**src/rtl/tmul_pkg.sv**
```systemverilog
// Shared helpers for the truncated fractional multiplier.
// Assumes column j (weight 2^-j) of an N x N fractional product spans 2..2N.
package tmul_pkg;

    // Number of partial-product bits that fall in column j.
    function automatic int col_height(input int j, input int n);
        int lo;
        int hi;
        lo = (j - n > 1) ? j - n : 1;
        hi = (j - 1 < n) ? j - 1 : n;
        return (hi >= lo) ? hi - lo + 1 : 0;
    endfunction

    // Value that stands in for the rounding lost below the kept columns:
    // ones in columns N+2..N+K, in units of 2^-(N+K).
    function automatic int trunc_corr(input int k);
        return (k >= 1) ? (1 << (k - 1)) - 1 : 0;
    endfunction

endpackage

```
**src/rtl/tmul_column.sv**
```systemverilog
// Counts the partial-product bits a_i*b_(J-i) of one product column J.
// Assumes operand bit of weight 2^-i sits at vector index N-i.
module tmul_column #(
    parameter int N  = 16,
    parameter int J  = 2,
    parameter int CW = 5
) (
    input  logic [N-1:0]  a,
    input  logic [N-1:0]  b,
    output logic [CW-1:0] cnt
);
    localparam int LO = (J - N > 1) ? J - N : 1;
    localparam int HI = (J - 1 < N) ? J - 1 : N;

    // Population count of the AND terms lying on this column.
    always_comb begin
        cnt = '0;
        for (int i = LO; i <= HI; i++) begin
            cnt = cnt + CW'(a[N-i] & b[N-(J-i)]);
        end
    end
endmodule

```
**src/rtl/tmul_reduce.sv**
```systemverilog
// Weighs the kept column counts, folds the first dropped column into the
// lowest kept one, adds the truncation constant and returns the raw sum.
// Assumes cnt[c] belongs to column c+2; the last entry is column N+K+1.
module tmul_reduce #(
    parameter int N    = 16,
    parameter int K    = 3,
    parameter int CW   = 5,
    parameter int NCOL = N + K,
    parameter int SW   = N + K + 2
) (
    input  logic [NCOL-1:0][CW-1:0] cnt,
    output logic [SW-1:0]           sum
);
    localparam int CORR = tmul_pkg::trunc_corr(K);

    // Shift of column c within a sum scaled by 2^(N+K); the extra column
    // shares the weight of column N+K.
    function automatic int col_shift(input int c);
        int j;
        j = c + 2;
        return (j <= N + K) ? N + K - j : 0;
    endfunction

    // Weighted accumulation of all kept and folded columns.
    always_comb begin
        sum = SW'(CORR);
        for (int c = 0; c < NCOL; c++) begin
            sum = sum + (SW'(cnt[c]) << col_shift(c));
        end
    end
endmodule

```
**src/rtl/trunc_frac_mul.sv**
```systemverilog
// Truncated unsigned fractional multiplier with column compensation and
// optional result inversion. Builds columns 2..N+K+1 only; output is the
// top N bits of the compensated sum, optionally registered.
// Assumes K >= 1 and K < N.
module trunc_frac_mul #(
    parameter int N       = 16,
    parameter int K       = 3,
    parameter bit OUT_REG = 1'b1
) (
    input  logic         clk,
    input  logic         rst_n,
    input  logic [N-1:0] a_i,
    input  logic [N-1:0] b_i,
    input  logic         inv_i,
    output logic [N-1:0] prod_o
);
    localparam int CW   = $clog2(N + 1);
    localparam int NCOL = N + K;
    localparam int SW   = N + K + 2;
    localparam logic [N-1:0] HALF = {1'b1, {(N-1){1'b0}}};

    logic [NCOL-1:0][CW-1:0] col_cnt;
    logic [SW-1:0]           raw_sum;
    logic [N-1:0]            kept;
    logic [N-1:0]            res;

    // One counter per generated column, columns 2..N+K+1.
    for (genvar c = 0; c < NCOL; c++) begin : g_col
        tmul_column #(.N(N), .J(c + 2), .CW(CW)) u_col (
            .a   (a_i),
            .b   (b_i),
            .cnt (col_cnt[c])
        );
    end

    tmul_reduce #(.N(N), .K(K), .CW(CW), .NCOL(NCOL), .SW(SW)) u_red (
        .cnt (col_cnt),
        .sum (raw_sum)
    );

    // Drop the K guard columns; clamp if the sum ever reached 1.0.
    always_comb begin
        if (raw_sum[SW-1:N+K] != '0) kept = '1;
        else                         kept = raw_sum[N+K-1:K];
        res = inv_i ? ~kept : kept;
    end

    if (OUT_REG) begin : g_reg
        // Output register with synchronous clear.
        always_ff @(posedge clk) begin
            if (!rst_n) prod_o <= '0;
            else        prod_o <= res;
        end


        reset_clear_chk: assert property (@(posedge clk)
            !rst_n |=> prod_o == '0);

        zero_operand_chk: assert property (@(posedge clk) disable iff (!rst_n)
            ((a_i == '0 || b_i == '0) && !inv_i) |=> prod_o == '0);

        half_exact_chk: assert property (@(posedge clk) disable iff (!rst_n)
            (a_i == HALF && !inv_i) |=> prod_o == ($past(b_i) >> 1));

        inv_zero_chk: assert property (@(posedge clk) disable iff (!rst_n)
            (b_i == '0 && inv_i) |=> prod_o == '1);

        no_overflow_chk: assert property (@(posedge clk) disable iff (!rst_n)
            raw_sum[SW-1:N+K] == '0);
    end else begin : g_comb
        // Unregistered output.
        always_comb prod_o = res;
    end
endmodule

```
**config.mk**
```make
export PLATFORM = sky130hd
export DESIGN_NAME = trunc_frac_mul
export DESIGN_NICKNAME = d
export VERILOG_FILES = /design/src/rtl/tmul_pkg.sv /design/src/rtl/tmul_column.sv /design/src/rtl/tmul_reduce.sv /design/src/rtl/trunc_frac_mul.sv
export SDC_FILE = /design/constraint.sdc
export NUM_CORES = 1
export LEC_CHECK = 0
export BUFFER_PORTS_ARGS = -buffer_cell sky130_fd_sc_hd__buf_4
export CAP_MARGIN = 20
export CORE_MARGIN = 4
export CORE_UTILIZATION = 35
export DETAILED_ROUTE_END_ITERATION = 6
export GPL_ROUTABILITY_DRIVEN = 0
export HOLD_SLACK_MARGIN = 0.12
export PLACE_DENSITY_LB_ADDON = 0.05
export SLEW_MARGIN = 15
export SYNTH_ARGS = -nofsm -noshare
export SYNTH_HDL_FRONTEND = slang
export SYNTH_SLANG_ARGS = --single-unit
```
**constraint.sdc**
```tcl
create_clock -name clk -period 11.05 [get_ports clk]
set_input_delay 2.21 -clock clk [delete_from_list [all_inputs] [get_ports clk]]
set_output_delay 2.21 -clock clk [all_outputs]
set_load 0.01 [all_outputs]
```
## Yosys cells after proc, flatten, opt, wreduce, memory -nomap -nowiden

Index checks and enable logic that the tools add are counted.

- Register bits after elaboration: 16
- Input bits: 35
- Word-level logic and storage cells: 361

- $add $sub $neg: 178
- Multiplexer cells: 2
- Bitwise gates (word level): 179
- Reduce and logical (&&, ||, !) cells: 1

Operators with widths:

| kind | count |
|---|---|
| adder 5 bit | 159 |
| bitwise AND 1 bit | 178 |
| adder 21 x 5 -> 21 bit | 2 |
| two-way mux 16 bit | 2 |
| adder 21 x 10 -> 21 bit | 1 |
| adder 21 x 11 -> 21 bit | 1 |
| adder 21 x 12 -> 21 bit | 1 |
| adder 21 x 13 -> 21 bit | 1 |
| adder 21 x 14 -> 21 bit | 1 |
| adder 21 x 15 -> 21 bit | 1 |
| adder 21 x 16 -> 21 bit | 1 |
| adder 21 x 17 -> 21 bit | 1 |
| adder 21 x 18 -> 21 bit | 1 |
| adder 21 x 19 -> 21 bit | 1 |
| adder 21 x 20 -> 21 bit | 1 |
| adder 21 bit | 1 |
| adder 21 x 6 -> 21 bit | 1 |
| adder 21 x 7 -> 21 bit | 1 |
| adder 21 x 8 -> 21 bit | 1 |
| adder 21 x 9 -> 21 bit | 1 |
| adder 2 x 18 -> 19 bit (first input constant) | 1 |
| inverter 16 bit | 1 |
| nonzero test 2 bit | 1 |

## Logic depth before layout (Yosys ltp)

Gate-level depths: netlist of run 1.

- Word-level depth: 24
- Depth in mapped cells: 29

## Modules after synthesis

From an unflattened synthesis of run 1, not the netlist that was laid out.

- Cells, all modules: 944
- Area, all modules: 8027.7 um^2

By module, submodules not included:

| module | instances | cells each | area an instance (um^2) | seq. area each (um^2) |
|---|---|---|---|---|
| tmul_reduce | 1 | 363 | 2866.5 | 0.0 |
| tmul_column (g_col[14].u_col ...) | 2 | 44 | 376.6 | 0.0 |
| tmul_column (g_col[13].u_col ...) | 2 | 43 | 367.9 | 0.0 |
| trunc_frac_mul | 1 | 57 | 688.2 | 320.3 |
| tmul_column (g_col[12].u_col ...) | 2 | 36 | 327.8 | 0.0 |
| tmul_column (g_col[15].u_col) | 1 | 49 | 437.9 | 0.0 |
| tmul_column (g_col[11].u_col) | 1 | 37 | 306.5 | 0.0 |
| tmul_column (g_col[9].u_col) | 1 | 32 | 267.8 | 0.0 |
| tmul_column (g_col[10].u_col) | 1 | 29 | 251.5 | 0.0 |
| tmul_column (g_col[8].u_col) | 1 | 28 | 226.5 | 0.0 |
| tmul_column (g_col[7].u_col) | 1 | 27 | 212.7 | 0.0 |
| tmul_column (g_col[6].u_col) | 1 | 17 | 148.9 | 0.0 |
| tmul_column (g_col[5].u_col) | 1 | 13 | 128.9 | 0.0 |
| tmul_column (g_col[4].u_col) | 1 | 13 | 102.6 | 0.0 |
| 4 more rows | -- | -- | -- | -- |

## Least setup slack after synthesis of run 1

Ideal clock, no wire load.

- Path kind: in2reg
- From: in b_i[14]
- To: reg prod_o[10]
- Library setup time: 0.129 ns
- Arrival: 9.136 ns
- Data required time: 10.921 ns
- Setup slack: 1.785 ns
- Stages: 25
- Cell sequence: clkbuf_1 and2_1 fa_1 inv_1 fa_1 fa_1 fa_1 inv_1 fa_1 inv_1 fa_1 fa_1 inv_1 fa_1 fa_1 inv_1 fa_1 nand2b_1 a21oi_2 o211ai_1 o311a_1 a221o_1 buf_2 o21ai_0 o31ai_1

- Cells in the longest elaborated chain, start to end: 24
- Elaborated cells on any way between the ends: 68

RTL lines:

| item | line | RTL |
|---|---|---|
| start, declared | trunc_frac_mul.sv:13 | `input logic [N-1:0] b_i,` |
| bitwise AND 1 bit | tmul_column.sv:19 | `cnt = cnt + CW'(a[N-i] & b[N-(J-i)]);` |
| adder 5 bit | tmul_column.sv:19 |  |
| adder 21 bit or adder 5 bit (tied branches) | tmul_reduce.sv:28, tmul_column.sv:19 |  |
| adder 21 x 20 -> 21 bit | tmul_reduce.sv:28 | `sum = sum + (SW'(cnt[c]) << col_shift(c));` |
| adder 21 x 19 -> 21 bit | tmul_reduce.sv:28 |  |
| adder 21 x 18 -> 21 bit | tmul_reduce.sv:28 |  |
| adder 21 x 17 -> 21 bit | tmul_reduce.sv:28 |  |
| adder 21 x 16 -> 21 bit | tmul_reduce.sv:28 |  |
| [... 7 more ...] | -- |  |
| adder 21 x 8 -> 21 bit | tmul_reduce.sv:28 |  |
| adder 21 x 7 -> 21 bit | tmul_reduce.sv:28 |  |
| adder 21 x 6 -> 21 bit * | tmul_reduce.sv:28 |  |
| adder 21 x 5 -> 21 bit * (2 in a row) | tmul_reduce.sv:28 |  |
| nonzero test 2 bit | trunc_frac_mul.sv:43 | `if (raw_sum[SW-1:N+K] != '0) kept = '1;` |
| two-way mux 16 bit * | trunc_frac_mul.sv:43 |  |
| inverter 16 bit | trunc_frac_mul.sv:45 | `res = inv_i ? ~kept : kept;` |
| two-way mux 16 bit * | trunc_frac_mul.sv:45 |  |
| end signal, assigned | trunc_frac_mul.sv:52 | `else prod_o <= res;` |
| end, declared | trunc_frac_mul.sv:15 | `output logic [N-1:0] prod_o` |

Mark *: on every way between the ends. The rest lies on a longest branch, timed or not.
A chain may end at the register's enable or synchronous reset.

## Final worst setup path of run 1

- From: in b_i[15]
- To: reg prod_o[12]

- Cells in the longest elaborated chain, start to end: 24
- Elaborated cells on any way between the ends: 54

RTL lines:

| item | line |
|---|---|
| bitwise AND 1 bit | tmul_column.sv:19 |
| adder 2 x 18 -> 19 bit or adder 5 bit (tied branches) | tmul_reduce.sv:28, tmul_column.sv:19 |
| adder 21 bit | tmul_reduce.sv:28 |
| adder 21 x 20 -> 21 bit | tmul_reduce.sv:28 |
| adder 21 x 19 -> 21 bit | tmul_reduce.sv:28 |
| adder 21 x 18 -> 21 bit | tmul_reduce.sv:28 |
| adder 21 x 17 -> 21 bit | tmul_reduce.sv:28 |
| adder 21 x 16 -> 21 bit | tmul_reduce.sv:28 |
| [... 7 more ...] | -- |
| adder 21 x 8 -> 21 bit | tmul_reduce.sv:28 |
| adder 21 x 7 -> 21 bit * | tmul_reduce.sv:28 |
| adder 21 x 6 -> 21 bit * | tmul_reduce.sv:28 |
| adder 21 x 5 -> 21 bit * (2 in a row) | tmul_reduce.sv:28 |
| nonzero test 2 bit | trunc_frac_mul.sv:43 |
| two-way mux 16 bit * | trunc_frac_mul.sv:43 |
| inverter 16 bit | trunc_frac_mul.sv:45 |
| two-way mux 16 bit * | trunc_frac_mul.sv:45 |

Marks and branches as above.

==> impl_metrics.env, run 1 <==
export IMPL_synth_area_per_cell_um2=8.80
export IMPL_synth_area_leaders="fa_1 40%, ha_1 14%, and2_1 10%"
export IMPL_status="complete, no violations"
export IMPL_synth_distinct_cells=36
export IMPL_chipWidth_um=147
export IMPL_synth_simple_area_share_pct=17.6
export IMPL_grt_max_degree=32
export IMPL_grt_pass1_vias=5427
export IMPL_cts_tree="built"
export IMPL_drc=0
export IMPL_worstMarginPinSlew_ns=0.868
export IMPL_portBuffers=50
export IMPL_pre_cts_ws_ns=1.04
export IMPL_met1_usage_pct=24.8
export IMPL_cts_buffers=3
export IMPL_synth_xor_area_share_pct=3.24
export IMPL_antenna_found_initial=0
export IMPL_hp_class="in -> reg"
export IMPL_die_h_um=147
export IMPL_largest_reg_flops=16
export IMPL_syn2layout_area_growth_pct=9.75
export IMPL_synth_compound_area_share_pct=9.45
export IMPL_drv_cap=0
export IMPL_grtUsageTotal_pct=16.5
export IMPL_seq_area_frac_synth_pct=4.74
export IMPL_slew_violations=0
export IMPL_diodes=0
export IMPL_vias=4952
export IMPL_synthMuxAreaShare_pct=0.148
export IMPL_crit_arrival_ns=9.87
export IMPL_synthAdderAreaFrac_pct=54.3
export IMPL_path_class="in -> reg"
export IMPL_timing_final_ws_setup_ns=1.34
export IMPL_dr_first_iter_drc_count=190
export IMPL_top_register="prod_o"
export IMPL_drt_pass1_iter_count=4
export IMPL_grt_util_met3_pct=1.60
export IMPL_fin_util_pct=39.3
export IMPL_synth_top_family_by_area="adder cells"
export IMPL_post_cts_buffers=0
export IMPL_yosys_warnings=0
export IMPL_synth_top_area_share_pct=40.0
export IMPL_htree_levels=1
export IMPL_ant_nets=0
export IMPL_num_rows=50
export IMPL_slew_headroom_pct=42.1
export IMPL_min_period_ns=9.71
export IMPL_root_buffer="clkbuf_16"
export IMPL_drive_gt1_share_pct=7.06
export IMPL_grt_overflow=0
export IMPL_worstSetupEndpointType="register"
export IMPL_finalSetupTns_ns=0
export IMPL_dp_hpwl_um=14200
export IMPL_clkTransAtPathRegs_ns=0.04
export IMPL_core_area_um2=18800
export IMPL_fin_crit_sh_pct=87.9
export IMPL_cp_data_required_time_ns=11.21
export IMPL_start_util_pct=35.9
export IMPL_critical_path_peak_fanout=31
export IMPL_worst_setup_path_start_kind="primary input"
export IMPL_cts_hold_buf=0
export IMPL_synthesis_area_um2=6750
export IMPL_cts_sink_count=16
export IMPL_hold_path_depth=3
export IMPL_ios=51
export IMPL_drt_total_wl_um=17200
export IMPL_reg_largest_list="prod_o: 16 flops"
export IMPL_busiest_layer="met2"
export IMPL_post_cts_resized=0
export IMPL_clockBufferDepth=2
export IMPL_setup_viol=0
export IMPL_hold_viol=0
export IMPL_yosys_area_top_type="fa_1"
export IMPL_netlist_instances=767
export IMPL_grt_first_pass_wirelength_um=28800
export IMPL_rsz0062_at_grt="false"
export IMPL_ys_ff_latch=16
export IMPL_wire_per_inst_um=16.3
export IMPL_fillers=1900
export IMPL_die_area_um2=21600
export IMPL_post_drt_via_cell_ratio=4.70
export IMPL_grtUsageMet2_pct=26.3
export IMPL_max_freq_mhz=103
export IMPL_fin_nets=1042
export IMPL_synth_nets=1014
[layer usage]
metal	part of all wire, %	vias up
met5	0	-
met4	0.93	0
met3	4.0	16
met2	45	106
met1	50	2429
li1	-	2401
[cell usage in the layout (no fill, tap or decap), types with 4 or more instances in the layout]
master and count:
dfxtp_1 16, o21ai_0 27, fa_1 135, a21oi_1 27, buf_4 50, o21ai_1 4
nand2_1 82, nand2b_1 6, nor2_1 9, xor2_1 9, ha_1 77, o31ai_1 14
and2_1 112, a21o_1 14, inv_1 157, xnor2_1 16, o211ai_1 6, nor2b_1 7
[critical path: stages]
cell	delay (ns)
buf_4	0.18
and2_1	0.17
fa_1	0.53
inv_1	0.05
fa_1	0.51
fa_1	0.53
fa_1	0.55
inv_1	0.05
fa_1	0.44
inv_1	0.08
fa_1	0.43
fa_1	0.51
inv_1	0.05
fa_1	0.50
fa_1	0.57
inv_1	0.06
fa_1	0.45
nand2b_1	0.19
a21oi_2	0.19
o211ai_1	0.15
o311a_1	0.31
a221o_1	0.59
a21oi_1	0.33
mux2i_1	0.22
[Yosys cell counts]
library cell / count
nand2b_1: 6
or4b_2: 1
nor2b_1: 7
a211oi_2: 1
or3_1: 1
a221o_1: 1
buf_6: 2
a21oi_1: 27
inv_1: 157
clkbuf_1: 24
nor2_1: 9
xnor2_1: 16
nand2_1: 82
a21oi_2: 1
a31oi_1: 3
o2111ai_1: 1
o311a_1: 1
o21ai_0: 27
xor2_1: 9
buf_2: 1
nand4b_1: 1
nand4_1: 3
and2_1: 112
a21o_1: 14
fa_1: 135
a21boi_0: 1
and3_1: 3
a31o_1: 1
o31ai_1: 14
nand3_1: 1
o21ai_1: 4
dfxtp_1: 16
ha_1: 77
mux2i_1: 1
o211ai_1: 6
o21bai_1: 1
[cell families after synthesis]
| logic type | after synthesis |
|---|---|
| AOI/OAI and AO/OA | 103 |
| xor gates and xnor gates | 25 |
| adders and majority gates | 212 |
| muxes | 1 |
| and+or+nand+nor | 226 |
| buffers and inverters | 184 |
| DFF | 16 |
[final cells by class]
cell class / instances / area (um2) / area share (%)
Inverter: 157 / 589 / 7.95
Sequential cell: 16 / 320 / 4.32
Timing Repair Buffer: 50 / 375 / 5.07
Clock buffer: 3 / 75.1 / 1.01
Tap cell: 260 / 325 / 4.39
Multi-Input combinational cell: 567 / 5720 / 77.3
[worst paths after layout]
kind,startpoint,endpoint,slack (ns)
min,rst_n,prod_o[14],2.30
max,b_i[15],prod_o[12],1.34
[per-stage QoR]
stage / hold WS (ns) / area (um2) / instances
floorplan: 2.37 / 6750 / 767
global placement: 2.53 / 7330 / 1050
detailed placement: 2.54 / 7330 / 1050
CTS: 2.29 / 7410 / 1053
global route: 2.32 / 7410 / 1053
finish: 2.30 / 7410 / 1053
Power of run 1 is left out: the tool's default activity adds up to more than one toggle a clock period on the data nets, which glitch-free logic cannot reach.
==> run 2: changes to the inputs <==
--- a/config.mk
+++ b/config.mk
@@ -5,6 +5,7 @@
 export SDC_FILE = /design/constraint.sdc
 export NUM_CORES = 1
 export LEC_CHECK = 0
+export ABC_AREA = 1
 export BUFFER_PORTS_ARGS = -buffer_cell sky130_fd_sc_hd__buf_4
 export CAP_MARGIN = 20
 export CORE_MARGIN = 4
==> run 2 against run 1 <==
Clock-buffer cell count up 1. Routed wire length up 13%. Sequential share of layout area down 0.33 points. Synthesized cell count up 37%. Area after synthesis up 9.9%. Critical path depth up 6. Via count up 18%. Utilization down 0.30 points. Setup slack better by 0.61 ns. Global-route usage up 0.83 points. Fmax up 6.7%. Hold slack worse by 0.0048 ns. Critical endpoint is now prod_o[13].
==> impl_metrics.env, run 2 <==
export IMPL_status="complete, no violations"
export IMPL_design_area_um2=8030
export IMPL_slew_violations=0
export IMPL_fin_util_pct=39.1
export IMPL_finalSetupTns_ns=0
export IMPL_die_h_um=154
export IMPL_synth_xor_area_share_pct=2.36
export IMPL_synth_simple_area_share_pct=23.0
export IMPL_yosys_warnings=0
export IMPL_chipWidth_um=154
export IMPL_hold_path_depth=3
export IMPL_drc=0
export IMPL_worst_setup_path_start_kind="primary input"
export IMPL_post_cts_resized=0
export IMPL_critPathMostFrequentCell="fa_1"
export IMPL_yosys_area_top_type="fa_1"
export IMPL_cts_tree="built"
export IMPL_min_to="prod_o[12]"
export IMPL_path_class="in -> reg"
export IMPL_highest_layer="met4"
export IMPL_fin_nets=1314
export IMPL_placedInstanceArea_um2=7940
export IMPL_portBuffers=50
export IMPL_hp_start="rst_n"
export IMPL_synth_top_area_share_pct=36.4
export IMPL_syn2layout_area_growth_pct=8.23
export IMPL_max_freq_mhz=110
export IMPL_final_cell_mix="313 x nand2_1, 312 x inv_1, 135 x fa_1, 77 x ha_1, 50 x buf_4"
export IMPL_start_util_pct=36.1
export IMPL_grt_first_pass_wirelength_um=33200
export IMPL_wire_per_inst_um=14.5
export IMPL_dr_wl_met2_um=8970
export IMPL_grt_overflow=0
export IMPL_synth_most_common_cell="nand2_1"
export IMPL_synthArstFlopShare_pct=0
export IMPL_wl_met1_um=9710
export IMPL_htree_levels=1
export IMPL_antenna_found_initial=0
export IMPL_core_area_um2=20600
export IMPL_drv_cap=0
export IMPL_root_buffer="clkbuf_16"
export IMPL_hold_viol=0
export IMPL_reg_largest_list="prod_o: 16 flops"
export IMPL_synth_nets=1299
export IMPL_synthAdderAreaFrac_pct=49.4
export IMPL_seq_area_frac_synth_pct=4.32
export IMPL_synth_area_per_cell_um2=7.05
export IMPL_largest_reg_flops=16
export IMPL_startpoint="b_i[15]"
export IMPL_post_drt_via_cell_ratio=4.36
export IMPL_grt_pass1_vias=6326
export IMPL_die_area_um2=23600
export IMPL_critical_path_peak_fanout=16
export IMPL_mostFrequentLayoutCell="nand2_1"
export IMPL_setup_viol=0
export IMPL_synth_compound_area_share_pct=2.33
export IMPL_netlist_instances=1052
export IMPL_dp_hpwl_um=16100
export IMPL_drive_gt1_share_pct=7.32
export IMPL_fin_crit_sh_pct=82.4
export IMPL_cp_slowest_cell="fa_1"
export IMPL_top_register="prod_o"
export IMPL_max_stage_delay_ns=0.57
export IMPL_diodes=0
export IMPL_synth_distinct_cells=31
export IMPL_clockBufferDepth=2
export IMPL_ant_nets=0
export IMPL_min_period_ns=9.11
export IMPL_hp_class="in -> reg"
export IMPL_worstSetupEndpointType="register"
export IMPL_crit_arrival_ns=9.24
export IMPL_cts_sink_count=16
export IMPL_synthesis_area_um2=7420
export IMPL_dr_first_iter_drc_count=225
export IMPL_num_rows=52
export IMPL_synth_common_cells="313 x nand2_1, 312 x inv_1, 135 x fa_1, 77 x ha_1, 46 x nor2_1"
export IMPL_cp_data_required_time_ns=11.19
export IMPL_drt_pass1_iter_count=5
export IMPL_slew_headroom_pct=51.1
export IMPL_clkTransAtPathRegs_ns=0.05
export IMPL_worstMarginPinSlew_ns=0.733
export IMPL_grt_max_degree=23
export IMPL_ys_ff_latch=16
export IMPL_timing_final_ws_setup_ns=1.94
export IMPL_synth_top_family_by_area="adder cells"
export IMPL_synth_area_leaders="fa_1 36%, nand2_1 16%, inv_1 16%"
export IMPL_vias=5831
export IMPL_rsz0062_at_grt="false"
export IMPL_ios=51
export IMPL_pre_cts_ws_ns=1.63
export IMPL_route_met3_wl_um=483
export IMPL_drt_total_wl_um=19300
export IMPL_post_cts_buffers=0
export IMPL_grtUsageTotal_pct=17.3
export IMPL_synth_edf_count=0
export IMPL_cts_hold_buf=0
export IMPL_ys_flop_type="dfxtp_1"
export IMPL_synthMuxAreaShare_pct=0
export IMPL_cts_buffers=3
[run 2: cell count changes after synthesis, moves of 7 or more]
cell,delta
nand2_1,+231
inv_1,+155
and2_1,-111
nor2_1,+37
nand3_1,+32
o21ai_0,-24
a21o_1,-14
o31ai_1,-14
nand3_2,+11
clkbuf_1,+7
nor2b_1,-7
[run 2: worst max path at each step]
| stage | slack, ns | to | cells after the start |
|---|---|---|---|
| finish | 1.94 | prod_o[13] | 30 |
| global route | 1.37 | prod_o[14] | 30 |
| CTS | 1.89 | prod_o[14] | 30 |
| detailed placement | 1.63 | prod_o[14] | 30 |
| global placement | 1.74 | prod_o[14] | 30 |
| floorplan | 2.11 | prod_o[11] | 32 |
[run 2: cell type report]
| cell class | count | area [um2] |
|---|---|---|
| Clock buffer | 4 | 88.8 |
| Fill cell | 2287 | 12500 |
| Inverter | 316 | 1190 |
| Multi-Input combinational cell | 680 | 5720 |
| Sequential cell | 16 | 320 |
| Tap cell | 270 | 338 |
| Timing Repair Buffer | 50 | 375 |
[run 2: critical path: cells and delay by family]
kind / cells / cell delay [ns]
simple gates: 12 / 1.36
fa+ha+maj: 10 / 4.99
buf+inv: 8 / 0.63
[run 2: cell families after synthesis]
logic type                 count (synthesis)
and+or+nand+nor                          416
buffers and inverters                    356
adders and majority gates                212
AOI/OAI and AO/OA                         32
xor gates and xnor gates                  20
DFF                                       16
[run 2: routing by layer]
metal / global-route usage (%) / up-vias
met1: 25.1 / 2749
met2: 30.0 / 82
met4: 1.68 / 0
met5: 0 / -
met3: 0.703 / 8
li1: - / 2992
[run 2: metrics by stage]
| stage | hold WS (ns) | std cells |
|---|---|---|
| floorplan | 2.36 | 1052 |
| global placement | 2.55 | 1332 |
| detailed placement | 2.55 | 1332 |
| CTS | 2.29 | 1336 |
| global route | 2.31 | 1336 |
| finish | 2.29 | 1336 |
Power of run 2 is left out for the same reason.
